### src/rtl/snap_pkg.sv
package snap_pkg;

   // Control word command bits (positions are software visible)
   localparam int unsigned CMD_CLR_POS = 0;
   localparam int unsigned CMD_CAP_POS = 1;
   localparam int unsigned CMD_BITS    = 2;

   // Address of the control register; snapshot word k sits at k + 1
   localparam int unsigned ADDR_CTRL      = 0;
   localparam int unsigned ADDR_WORD_BASE = 1;

   typedef struct packed {
      logic cap;
      logic clr;
   } snap_cmd_t;

endpackage

### src/rtl/snap_free_counter.sv
module snap_free_counter #(
   parameter int unsigned CNT_W = 64
) (
   input  logic             clk_i,
   input  logic             rst_ni,
   output logic [CNT_W-1:0] cnt_o
);

   initial begin
      assert (CNT_W >= 2) else $error("snap_free_counter: CNT_W too small");
   end

   logic [CNT_W-1:0] cnt_q;

   always_ff @(posedge clk_i or negedge rst_ni) begin
      if (!rst_ni) cnt_q <= '0;
      else         cnt_q <= cnt_q + CNT_W'(1);
   end

   assign cnt_o = cnt_q;

endmodule

### src/rtl/snap_ctrl_reg.sv
module snap_ctrl_reg
   import snap_pkg::*;
#(
   parameter int unsigned DATA_W = 32
) (
   input  logic              clk_i,
   input  logic              rst_ni,
   input  logic              wr_i,
   input  logic [DATA_W-1:0] wdata_i,
   output snap_cmd_t         cmd_o,
   output logic [DATA_W-1:0] ctrl_o
);

   initial begin
      assert (DATA_W > CMD_BITS) else $error("snap_ctrl_reg: DATA_W must exceed command bits");
   end

   localparam logic [DATA_W-1:0] CMD_MASK =
      (DATA_W'(1) << CMD_CLR_POS) | (DATA_W'(1) << CMD_CAP_POS);

   logic [DATA_W-1:0] ctrl_q;

   // Commands act on the write edge itself; they are never stored
   always_comb begin
      cmd_o.cap = wr_i & wdata_i[CMD_CAP_POS];
      cmd_o.clr = wr_i & wdata_i[CMD_CLR_POS];
   end

   always_ff @(posedge clk_i or negedge rst_ni) begin
      if (!rst_ni)   ctrl_q <= '0;
      else if (wr_i) ctrl_q <= wdata_i & ~CMD_MASK;
   end

   assign ctrl_o = ctrl_q;

   AST_CTRL_KEEPS_FIELDS: assert property (@(posedge clk_i) disable iff (!rst_ni)
      wr_i |=> ((ctrl_o & ~CMD_MASK) == ($past(wdata_i) & ~CMD_MASK)));

endmodule

### src/rtl/snap_hold_reg.sv
module snap_hold_reg
   import snap_pkg::*;
#(
   parameter int unsigned DATA_W = 32,
   parameter int unsigned NWORDS = 2,
   localparam int unsigned CNT_W = DATA_W * NWORDS
) (
   input  logic              clk_i,
   input  logic              rst_ni,
   input  snap_cmd_t         cmd_i,
   input  logic [CNT_W-1:0]  live_i,
   input  logic [NWORDS-1:0] word_we_i,
   input  logic [DATA_W-1:0] wdata_i,
   output logic [CNT_W-1:0]  snap_o
);

   initial begin
      assert (NWORDS >= 1) else $error("snap_hold_reg: NWORDS must be at least 1");
   end

   for (genvar k = 0; k < NWORDS; k++) begin : g_word
      logic [DATA_W-1:0] word_q;

      // clear wins over capture, capture over direct write
      always_ff @(posedge clk_i or negedge rst_ni) begin
         if (!rst_ni)           word_q <= '0;
         else if (cmd_i.clr)    word_q <= '0;
         else if (cmd_i.cap)    word_q <= live_i[k*DATA_W +: DATA_W];
         else if (word_we_i[k]) word_q <= wdata_i;
      end

      assign snap_o[k*DATA_W +: DATA_W] = word_q;

      AST_WORD_WRITE: assert property (@(posedge clk_i) disable iff (!rst_ni)
         (word_we_i[k] && !cmd_i.cap && !cmd_i.clr) |=> (word_q == $past(wdata_i)));
   end

   AST_CAPTURE_COHERENT: assert property (@(posedge clk_i) disable iff (!rst_ni)
      (cmd_i.cap && !cmd_i.clr) |=> (snap_o == $past(live_i)));

   AST_CLEAR_ZERO: assert property (@(posedge clk_i) disable iff (!rst_ni)
      cmd_i.clr |=> (snap_o == '0));

   AST_HOLD_STABLE: assert property (@(posedge clk_i) disable iff (!rst_ni)
      (!cmd_i.cap && !cmd_i.clr && (word_we_i == '0)) |=> $stable(snap_o));

endmodule

### src/rtl/snap_latch_counter.sv
module snap_latch_counter
   import snap_pkg::*;
#(
   parameter int unsigned DATA_W = 32,
   parameter int unsigned NWORDS = 2,
   parameter int unsigned ADDR_W = 2,
   parameter bit          RD_REG = 1'b0
) (
   input  logic              clk_i,
   input  logic              rst_ni,
   input  logic              wr_en_i,
   input  logic [ADDR_W-1:0] addr_i,
   input  logic [DATA_W-1:0] wr_data_i,
   output logic [DATA_W-1:0] rd_data_o
);

   localparam int unsigned CNT_W = DATA_W * NWORDS;

   initial begin
      assert ((2 ** ADDR_W) >= (NWORDS + 1)) else $error("snap_latch_counter: ADDR_W too narrow");
   end

   logic              ctrl_sel;
   logic [NWORDS-1:0] word_sel;
   logic [CNT_W-1:0]  live_cnt;
   logic [CNT_W-1:0]  snap_val;
   logic [DATA_W-1:0] ctrl_val;
   logic [DATA_W-1:0] rd_mux;
   snap_cmd_t         cmd;

   assign ctrl_sel = (addr_i == ADDR_W'(ADDR_CTRL));

   for (genvar k = 0; k < NWORDS; k++) begin : g_dec
      assign word_sel[k] = (addr_i == ADDR_W'(ADDR_WORD_BASE + k));
   end

   snap_free_counter #(.CNT_W(CNT_W)) u_cnt (
      .clk_i  (clk_i),
      .rst_ni (rst_ni),
      .cnt_o  (live_cnt)
   );

   snap_ctrl_reg #(.DATA_W(DATA_W)) u_ctrl (
      .clk_i   (clk_i),
      .rst_ni  (rst_ni),
      .wr_i    (wr_en_i & ctrl_sel),
      .wdata_i (wr_data_i),
      .cmd_o   (cmd),
      .ctrl_o  (ctrl_val)
   );

   snap_hold_reg #(.DATA_W(DATA_W), .NWORDS(NWORDS)) u_hold (
      .clk_i     (clk_i),
      .rst_ni    (rst_ni),
      .cmd_i     (cmd),
      .live_i    (live_cnt),
      .word_we_i (word_sel & {NWORDS{wr_en_i}}),
      .wdata_i   (wr_data_i),
      .snap_o    (snap_val)
   );

   always_comb begin
      rd_mux = '0;
      if (ctrl_sel) rd_mux = ctrl_val;
      for (int k = 0; k < NWORDS; k++) begin
         if (word_sel[k]) rd_mux = snap_val[k*DATA_W +: DATA_W];
      end
   end

   if (RD_REG) begin : g_rd_flop
      logic [DATA_W-1:0] rd_q;
      always_ff @(posedge clk_i or negedge rst_ni) begin
         if (!rst_ni) rd_q <= '0;
         else         rd_q <= rd_mux;
      end
      assign rd_data_o = rd_q;
   end else begin : g_rd_comb
      assign rd_data_o = rd_mux;

      AST_CMD_READS_ZERO: assert property (@(posedge clk_i) disable iff (!rst_ni)
         ctrl_sel |-> (rd_data_o[CMD_CAP_POS] == 1'b0 && rd_data_o[CMD_CLR_POS] == 1'b0));
   end

endmodule

### config.mk
export PLATFORM = sky130hd
export DESIGN_NAME = snap_latch_counter
export DESIGN_NICKNAME = d
export VERILOG_FILES = /design/src/rtl/snap_pkg.sv /design/src/rtl/snap_free_counter.sv /design/src/rtl/snap_ctrl_reg.sv /design/src/rtl/snap_hold_reg.sv /design/src/rtl/snap_latch_counter.sv
export SDC_FILE = /design/constraint.sdc
export NUM_CORES = 1
export LEC_CHECK = 0
export ABC_AREA = 1
export BUFFER_PORTS_ARGS = -buffer_cell sky130_fd_sc_hd__buf_2
export CAP_MARGIN = 15
export CORE_UTILIZATION = 49
export DETAILED_ROUTE_END_ITERATION = 16
export GPL_TIMING_DRIVEN = 0
export PLACE_DENSITY = 0.73
export SLEW_MARGIN = 5
export SYNTH_ARGS = -nofsm -noshare
export SYNTH_HDL_FRONTEND = slang
export SYNTH_SLANG_ARGS = --single-unit
### constraint.sdc
create_clock -name clk_i -period 1.95 [get_ports clk_i]
set_input_delay 0.2925 -clock clk_i [delete_from_list [all_inputs] [get_ports clk_i]]
set_output_delay 0.2925 -clock clk_i [all_outputs]
set_load 0.05 [all_outputs]
==> impl_results.md, run 1 <==
- Share of layout cells above drive strength 1: 11.5%
- Worst slew pin tran: 0.630 ns
- Vias in the first global route: 7,621
- Sequential fraction of the synthesis area: 47.8%
- Gpl congestion: around 0.93
- Count of final hold-check violations: 0
- Sw Share: 29.3%
- Synth Cell Area: 8270 sq um
- Post-DP HPWL: between 15,000 and 20,000 um
- Total Power: 8.34 mW
- Inst Count DP: 1,424
- CP arrival: between 1.5 and 2 ns
- Final WL: 25,100 um
- IO Count: 69
- Clk_skew: 0.00725 ns
- Synth Warn #: 0
- Final setup violating endpoints: 0
- Post-DRT Antenna Nets: 0
- Internal: between 5 and 6 mW
- Worst IR Drop VDD: 0.000640 V
- CTS tree: yes
- Vias/cell: around 5.3
- Critical Path Sink Type: primary output
- Cell area after layout: between 9000 and 10,000 sq um
- Seq. cell area: between 3000 and 4000 sq um
- DIE AREA: around 17,000 sq um
- Outcome: finished clean
- Commonest cells after routing, fill and taps aside: nand2_1, dfrtp_1, inv_1, nor2_1, o21ai_1
- Core Rows: 47
- Nets: 1,262
- Register bit total from synthesis: 158
- Area leader, netlist: dfrtp_1
- Clock slew seen by the registers of the worst setup and hold paths: 0.07 ns
- Synth top area share: between 40 and 50%
- Port Buf Inserts: 68
- CP Class: in -> out
- GR Overflow Total: 0
- Mean Syn Cell Area: 7.29 sq um
- First-pass GRT wire length: 40,100 um
- Fmax: between 500 and 600 MHz
- Most common cell after layout, fill and taps aside: nand2_1
- Global router's overall resource usage: a little under a third
- Dpl cell area: 8920 sq um
- Initial Utilization: 50.0%
- Max Root-Sink Buffers: 2
- Critical path launch point type: input pin
- Clk pwr share: 39.2%
- Non-Filler Instances: 1,456
- P_sw: 2.45 mW
- Crit-path max FO: 10
- 1st-iter DRT viols: 683
- Power per cell area: 875 nW/um^2
- Post-layout minimum cycle time: about 1.9 ns
- Drt pass-1 iters: 5
- Gate Count Post-Synth: 1,135
- Hold/Removal Path Class: in -> reg
- Die Width: 132 um
- Main area contributors after synthesis: dfrtp_1, nand2_1, o21ai_1
- Post-synth net total: 1,173
- Core Area: 16,500 sq um
- Synth-to-layout area growth: 15.3%
- Fin crit share: around 97%
- Logic gate share of total power: 16.1%
- Die Y: 132 um
- Worst skew pair latency: 0.43 ns
- CTS Root Cell: clkbuf_16
- WL/cell: 17.2 um
- DRC: 0
- Filler cells: 1,532
- Largest net degree at the start of global routing: slightly below 90
- Final Slew Violations: 0
- Initial antenna violation count: 1
- # clock sinks: about 160
- Antenna cells: 0
- Seq pwr share: between 40 and 50%
- Setup repair bufs after CTS: 0
- Area of the multi-input gates: 3660 sq um
- Leakage: 4.38 nW
- Post-synthesis cell type count: 25
- Register-to-register setup slack: 0.14 ns
- WP data required: 1.66 ns
- H-tree level count: 4
- Slew headroom: 58.0%
- Max Cap Viol: 0
- DR vias: 7,753
- Total CTS buffers: 17
-- routing by layer --
metal	share of wire, %	routed length [um]	GRT usage, %	vias up
li1	-	-	-	3745
met1	43	10800	39.4	3623
met2	46	11500	48.6	327
met3	7.3	1840	7.27	58
met4	3.5	869	12.7	0
met5	0	0	0	-
-- stage by stage --
step                hold WS [ns]  setup slack (ns)  utilization (%)  TNS (ns)
finish                    0.0716            0.0665             57.7         0
global route              0.0762          -0.00548             57.7  -0.00555
CTS                       0.0648           0.00360             57.5         0
detailed placement         0.294          -0.00758             54.0  -0.00758
global placement           0.453             -1.87             53.8   -293.43
floorplan               -0.00309             0.121                -         0
-- cell usage after synthesis --
| master | n |
|---|---|
| inv_1 | 133 |
| a21oi_2 | 2 |
| nor2_1 | 123 |
| ha_1 | 1 |
| clkbuf_1 | 14 |
| o22ai_1 | 2 |
| xnor2_1 | 1 |
| nand2_2 | 4 |
| o21a_1 | 2 |
| buf_2 | 19 |
| dfrtp_1 | 158 |
| nand3_1 | 24 |
| nand4_1 | 8 |
| buf_4 | 1 |
| xor2_1 | 31 |
| nor2_2 | 2 |
| o21ai_0 | 17 |
| buf_6 | 1 |
| nand2_1 | 433 |
| o221ai_1 | 30 |
| nand3b_1 | 2 |
| buf_1 | 3 |
| nor2_4 | 4 |
| inv_2 | 1 |
| o21ai_1 | 119 |
-- power groups by stage --
stage               clock, mW  combinational, mW  sequential (mW)
CTS                      3.29               1.34             3.72
global route             3.41               1.48             3.75
global placement            0               1.30             3.77
finish                   3.27               1.35             3.72
floorplan                   0              0.952             3.75
detailed placement          0               1.33             3.78
-- logic make-up (layout without fill, tap and decap cells) --
family,count (synthesis),after routing,share of synthesized area [%]
DFF,158,158,47.8
and+or+nand+nor,600,600,28.5
buffers and inverters,172,273,8.23
adders and majority gates,1,1,0.151
AOI/OAI and AO/OA,172,172,12.0
xor gates and xnor gates,32,32,3.39
-- critical path: stages --
cell and delay, ns:
buf_2 0.13, inv_1 0.05, nor2_1 0.04, inv_1 0.14, clkbuf_1 0.46, o221ai_1 0.21, buf_2 0.25
-- flip-flops by register name, summed over array words and instances, names as in the netlist --
| register | cells |
|---|---|
| u_cnt.cnt_o | 64 |
| u_hold.g_word.word_q | 64 |
| u_ctrl.ctrl_o | 30 |
-- final timing paths --
path	startpoint	to	cells after the start
min in group asynchronous	rst_ni	u_ctrl.ctrl_o[10]	2
hold reg to reg	u_ctrl.ctrl_o[12]	u_ctrl.ctrl_o[12]	2
setup reg to reg	u_cnt.cnt_o[1]	u_cnt.cnt_o[62]	8
max in group asynchronous	rst_ni	u_cnt.cnt_o[56]	3
hold / removal	wr_data_i[22]	u_ctrl.ctrl_o[22]	3
setup / recovery	addr_i[1]	rd_data_o[9]	7
-- area by class of cell --
| type | instances | area share, % |
|---|---|---|
| buffer | 38 | 1.94 |
| tap | 220 | 2.89 |
| timing repair buffer | 70 | 4.12 |
| sequential | 158 | 41.5 |
| multi-input combinational | 805 | 38.4 |
| inverter | 134 | 5.28 |
| clock buffer | 21 | 4.73 |
| clock inverter | 10 | 1.19 |
-- repair_timing --
item | in CTS | in global routing
hold buffers | 1 | 0
pin swaps | 0 | 1
setup endpoints to repair | 1 | 35
endpoints found under the hold margin | 70 | 0
resized for setup | 1 | 19
(Power assumes the default switching activity.)
==> inputs of run 2 (changes only) <==
- PLACE_DENSITY: 0.73 -> 0.7
==> run 2 against run 1 <==
Sequential power about the same. Global-route usage down 0.22 points. Clock power up 6.4%. Critical path type unchanged. Largest cell class unchanged.
==> impl_results.md, run 2 (synthesized netlist as in run 1, its figures left out) <==
- Outcome: finished clean
- 1st-iter DRT viols: 720 (+5.4%)
- Power per cell area: 892 nW/um^2 (+1.9%)
- P_sw: 2.44 mW (-0.11%)
- Max Root-Sink Buffers: 2 (unchanged)
- Slew headroom: 57.3% (-0.73 points)
- Final Slew Violations: 0 (unchanged)
- WL/cell: 17.1 um (-1.0%)
- Setup crit end: rd_data_o[1]
- Max Cap Viol: 0 (unchanged)
- DRC: 0 (unchanged)
- Drt pass-1 iters: 6 (+1)
- GR Overflow Total: 0 (unchanged)
- Worst R2R Path Depth: 8 (unchanged)
- CP arrival: 1.59 ns (about the same)
- Gpl congestion: 0.943 (+1.8%)
- Setup_tns: 0 ns (unchanged)
- Internal: 6.10 mW (+3.4%)
- Die Y: 132 um (unchanged)
- DR vias: 7,739 (-0.18%)
- DIE AREA: 17,400 sq um (unchanged)
- Worst skew pair latency: 0.44 ns (about the same)
- WP data required: 1.66 ns (about the same)
- Share of layout cells above drive strength 1: 11.6% (+0.062 points)
- Total CTS buffers: 17 (unchanged)
- Die Width: 132 um (unchanged)
- Sw Share: 28.6% (-0.71 points)
- Most common cell after layout, fill and taps aside: nand2_1
- Vias/cell: 5.31 (-0.32%)
- Count of final hold-check violations: 0 (unchanged)
- Synth-to-layout area growth: 15.8%
- R2r startpoint: u_cnt.cnt_o[1]
- H-tree level count: 4 (unchanged)
- Worst IR Drop VDD: 0.000832 V (+30%)
- Seq pwr share: 43.6% (-1.0 points)
- Filler cells: 1,551 (+1.2%)
- CTS tree: yes
- Leakage: 4.41 nW (+0.51%)
- Hold/Removal Path Class: in -> reg
- Initial Utilization: 50.0% (unchanged)
- Fin crit share: 96.5% (about the same)
- Largest net degree at the start of global routing: 92 (+3.4%)
- Crit-path max FO: 10 (unchanged)
- Logic gate share of total power: 15.7% (-0.4 points)
- Total Power: 8.54 mW (+2.4%)
- Critical Path Sink Type: primary output
- Core Area: 16,500 sq um (unchanged)
- IO Count: 69 (unchanged)
- Global router's overall resource usage: 30.1% (-0.22 points)
- RSZ-0062 raised after global routing: false
- CP Class: in -> out
- Final WL: 24,900 um (-0.89%)
- Antenna cells: 0 (unchanged)
- Initial antenna violation count: 0 (-1)
- Clk_skew: 0.0146 ns (+0.00730 ns)
- Nets: 1,264 (+0.16%)
- Worst Setup SP: addr_i[0]
- Post-DRT Antenna Nets: 0 (unchanged)
- Worst slew pin tran: 0.641 ns (+0.0110 ns)
- Core Rows: 47 (unchanged)
- Final core utilization: 57.9% (+0.25 points)
- Critical path launch point type: input pin
- CTS Root Cell: clkbuf_16
- Vias in the first global route: 7,505 (-1.5%)
- Port Buf Inserts: 68 (unchanged)
- Clk pwr share: 40.7% (+1.5 points)
- Register-to-register setup slack: 0.15 ns (about the same)
- Post-layout minimum cycle time: 1.88 ns (-0.00182 ns)
- # clock sinks: 158 (unchanged)
- Fmax: 531 MHz (about the same)
- Clock slew seen by the registers of the worst setup and hold paths: 0.07 ns (about the same)
- Final setup violating endpoints: 0 (unchanged)
- First-pass GRT wire length: 39,900 um (-0.67%)
- Commonest cells after routing, fill and taps aside: nand2_1, dfrtp_1, inv_1, nor2_1, o21ai_1
- Post-DP HPWL: 18,800 um (+0.12%)
- R2r endpoint: u_cnt.cnt_o[62]
==> run 2: cell types whose count changed in the layout (fill, tap and decap cells not counted), moves of 2 or more <==
cell / delta
buf_4: +2
nor2_2: +2
clkinv_2: -2
nor2_4: -2
clkbuf_8: +2
==> run 2: timing repair <==
action | CTS | global route
pin swaps | 0 | 1
endpoints found under the setup margin | 1 | 25
hold endpoints to repair | 67 | 0
hold buffers | 1 | 0
setup buffers | 0 | 2
resized for setup | 1 | 14
==> run 2: routing by layer <==
metal  GRT usage (%)  share of wire [%]
met1            40.0                 45
met2            48.1                 46
met3            6.15                6.6
met4            12.7                2.7
met5               0                  0
==> run 2: how the worst min path moves through the flow <==
| stage | end | cells after the start | start |
|---|---|---|---|
| 2_1_floorplan | u_cnt.cnt_o[0] | 0 | rst_ni |
| 3_3_place_gp | u_cnt.cnt_o[0] | 1 | u_cnt.cnt_o[0] |
| 3_5_place_dp | u_ctrl.ctrl_o[10] | 1 | rst_ni |
| 4_1_cts | u_ctrl.ctrl_o[3] | 3 | wr_data_i[3] |
| 5_1_grt | u_ctrl.ctrl_o[24] | 3 | wr_data_i[24] |
| 6_report | u_ctrl.ctrl_o[29] | 3 | wr_data_i[29] |
==> run 2: layout make-up <==
class | instances | area [sq um] | area share, %
repair buffers | 72 | 405 | 4.23
inverters | 134 | 503 | 5.25
clock inverters | 9 | 133 | 1.39
clock buffers | 22 | 474 | 4.95
plain buffers | 38 | 184 | 1.92
multi-input cells | 805 | 3650 | 38.1
well taps | 220 | 275 | 2.88
flip-flops and latches | 158 | 3950 | 41.3
==> run 2: critical path, cell delays in order <==
cell	delay (ns)
buf_2	0.13
inv_1	0.05
nor2_1	0.11
inv_1	0.11
clkbuf_2	0.25
o22ai_1	0.31
buf_2	0.32
==> run 2: stage by stage <==
step	hold WS (ns)	cells	instance area [sq um]	setup WS, ns
5_1_grt	0.0738	1458	9570	0.00376
2_1_floorplan	-0.00309	1135	8270	0.121
6_report	0.0639	1458	9570	0.0684
3_3_place_gp	0.452	1423	8890	-1.85
3_5_place_dp	0.281	1424	8920	0.00196
4_1_cts	0.0545	1456	9540	0.000907
==> run 2: power groups by stage <==
stage               Combinational, mW  Sequential, mW  Clock [mW]
global placement                 1.30            3.77           0
CTS                              1.34            3.72        3.52
global route                     1.47            3.75        3.62
floorplan                       0.952            3.75           0
detailed placement               1.33            3.78           0
finish                           1.34            3.72        3.48
==> inputs of run 3 (changes only) <==
- GPL_TIMING_DRIVEN: 0 -> not set
==> run 3 against run 2 <==
Sequential share of layout area is 0.58 points lower. Clock skew is 0.0022 ns lower. First-iteration DRC count is 25% lower. Sequential power hardly changed. Cell count is 0.62% lower. Via count is 1.4% lower. Largest cell class unchanged. Die area stayed put. Setup slack better by 0.056 ns. Non-clock buffer count is 11 lower.
==> impl_results.md, run 3 (synthesized netlist as in run 1, its figures left out) <==
- Outcome: finished clean
- Nets: 1,253 (-0.87%)
- Hold/Removal Path Class: in -> reg
- # clock sinks: 158 (unchanged)
- DRC: 0 (unchanged)
- Worst IR Drop VDD: 0.000632 V (-24%)
- Leakage: 4.46 nW (+1.3%)
- CP Class: reg -> reg
- DIE AREA: 17,400 sq um (unchanged)
- Post-layout minimum cycle time: 1.83 ns (-0.0561 ns)
- Worst path max stage delay: 0.42 ns (+0.10 ns)
- Global router's overall resource usage: 29.3% (-0.80 points)
- Largest net degree at the start of global routing: 48 (-48%)
- Clk pwr share: 41.7% (+1.0 points)
- Post-DRT Antenna Nets: 0 (unchanged)
- Die Y: 132 um (unchanged)
- Core Rows: 47 (unchanged)
- Initial antenna violation count: 1 (+1)
- WP data required: 2.26 ns (+0.60 ns)
- Fin crit share: 93.6% (-2.9 points)
- GR Overflow Total: 0 (unchanged)
- Logic gate share of total power: 15.7% (about the same)
- Crit-path max FO: 5 (-5)
- R2r startpoint: u_cnt.cnt_o[16]
- Seq pwr share: 42.6% (-1.0 points)
- Final setup violating endpoints: 0 (unchanged)
- Slew headroom: 66.0% (+8.8 points)
- 1st-iter DRT viols: 538 (-25%)
- Critical Path Sink Type: register
- Max Root-Sink Buffers: 2 (unchanged)
- P_sw: 2.49 mW (+1.9%)
- Critical path launch point type: register
- Hold_sp: wr_data_i[28]
- Synth-to-layout area growth: 17.4%
- CTS Root Cell: clkbuf_16
- Gpl congestion: 1.04 (+10%)
- IO Count: 69 (unchanged)
- Fmax: 548 MHz (+3.1%)
- Clock slew seen by the registers of the worst setup and hold paths: 0.07 ns (about the same)
- Filler cells: 1,545 (-0.39%)
- Commonest cells after routing, fill and taps aside: nand2_1, dfrtp_1, inv_1, nor2_1, o21ai_1
- Final Slew Violations: 0 (unchanged)
- Cell area after layout: 9710 sq um (+1.4%)
- Clk_skew: 0.0124 ns (-0.00220 ns)
- Cell mode on critical path: nand2_1
- Drt pass-1 iters: 5 (-1)
- Total CTS buffers: 17 (unchanged)
- Sw Share: 28.5% (-0.10 points)
- Total Power: 8.73 mW (+2.2%)
- Count of final hold-check violations: 0 (unchanged)
- Max Cap Viol: 0 (unchanged)
- Post-DP HPWL: 18,100 um (-3.6%)
- Area of the multi-input gates: 3640 sq um (about the same)
- Internal: 6.24 mW (+2.4%)
- Dpl cell area: 9050 sq um (+1.4%)
- Worst skew pair latency: 0.43 ns (about the same)
- Final WL: 24,200 um (-2.6%)
- Worst slew pin tran: 0.508 ns (-0.133 ns)
- Seq. cell area: 3950 sq um (unchanged)
- CP arrival: 2.14 ns (+0.55 ns)
- Worst Setup SP: u_cnt.cnt_o[16]
- Core Area: 16,500 sq um (unchanged)
- Power per cell area: 899 nW/um^2 (+0.81%)
- Vias/cell: 5.27 (-0.74%)
- WL/cell: 16.7 um (-2.0%)
- Final hold slack: 0.0727 ns (+0.00883 ns)
- Share of layout cells above drive strength 1: 11.6% (+0.094 points)
- H-tree level count: 4 (unchanged)
- Vias in the first global route: 7,473 (-0.43%)
- Slowest CP cell: nor2_1
- First-pass GRT wire length: 39,300 um (-1.4%)
- Cell breakdown of the critical path: nand2_1 -> nor2_1 -> nand2_1 -> nor2_1 -> nand2_1 -> o21ai_0 -> nand2_1
- DR vias: 7,634 (-1.4%)
- Port Buf Inserts: 68 (unchanged)
- Most common cell after layout, fill and taps aside: nand2_1
- Setup_tns: 0 ns (unchanged)
- Die Width: 132 um (unchanged)
- Initial Utilization: 50.0% (unchanged)
- Setup repair bufs after CTS: 0 (unchanged)
- RSZ-0062 raised after global routing: false
- CTS tree: yes
run 3: changes by cell type in the layout (fill, tap and decap cells not counted), moves of 2 or more:
| cell | previous run | this run |
|---|---|---|
| buf_2 | 85 | 67 |
| buf_4 | 3 | 21 |
| clkbuf_1 | 11 | 1 |
| buf_12 | 0 | 9 |
| clkbuf_2 | 5 | 0 |
| buf_1 | 3 | 0 |
| inv_6 | 1 | 3 |
| nand2_1 | 431 | 433 |
| nand2_2 | 6 | 4 |
| nor2_2 | 4 | 2 |
run 3: metal layers:
metal	track usage, %	routed length [um]	share of wire, %
met1	40.1	11200	46
met3	6.04	1430	5.9
met2	47.0	11200	46
met4	8.66	378	1.6
met5	0	0	0
run 3: final timing paths:
check	endpoint	slack (ns)	cells past startpoint
worst max-delay path	u_cnt.cnt_o[39]	0.12	7
worst min-delay path	u_ctrl.ctrl_o[28]	0.07	3
worst max register to register	u_cnt.cnt_o[39]	0.12	7
worst min register to register	u_ctrl.ctrl_o[10]	0.48	2
max in group asynchronous	u_cnt.cnt_o[4]	1.00	3
min in group asynchronous	u_ctrl.ctrl_o[4]	0.37	2
run 3: worst max-delay path, delay by kind of cell, from the launching register on:
kind / cells / cell delay [ns]
DFF: 1 / 0.41
AOI/OAI and AO/OA: 1 / 0.18
and+or+nand+nor: 6 / 1.12
run 3: final cells by class:
cell class / instances / share of cell area (%)
sequential: 158 / 40.7
clock inverter: 12 / 1.87
inverter: 134 / 5.18
antenna: 1 / 0.0258
timing repair buffer: 99 / 7.15
tap: 220 / 2.83
clock buffer: 20 / 4.70
multi-input combinational: 805 / 37.5
run 3: power groups by stage:
stage                     clock network, mW  registers [mW]  logic (mW)
final                                  3.64            3.72        1.37
after global routing                   3.80            3.75        1.50
after CTS                              3.68            3.72        1.38
after detailed placement                  0            3.77        1.36
after global placement                    0            3.77        1.35
after floorplan                           0            3.75       0.952
run 3: through the flow:
stage / std cells / util, % / setup slack [ns]
5_1_grt: 1448 / 58.7 / 0.0165
4_1_cts: 1448 / 58.7 / 0.160
6_report: 1449 / 58.8 / 0.124
3_5_place_dp: 1415 / 54.8 / 0.196
2_1_floorplan: 1135 / - / 0.121
3_3_place_gp: 1415 / 54.8 / 0.230
run 3: what timing repair did:
item / in CTS / in global routing
hold buffers: 1 / 0
gates resized for setup: 0 / 2
endpoints found under the hold margin: 40 / 0
endpoints found under the setup margin: 0 / 2
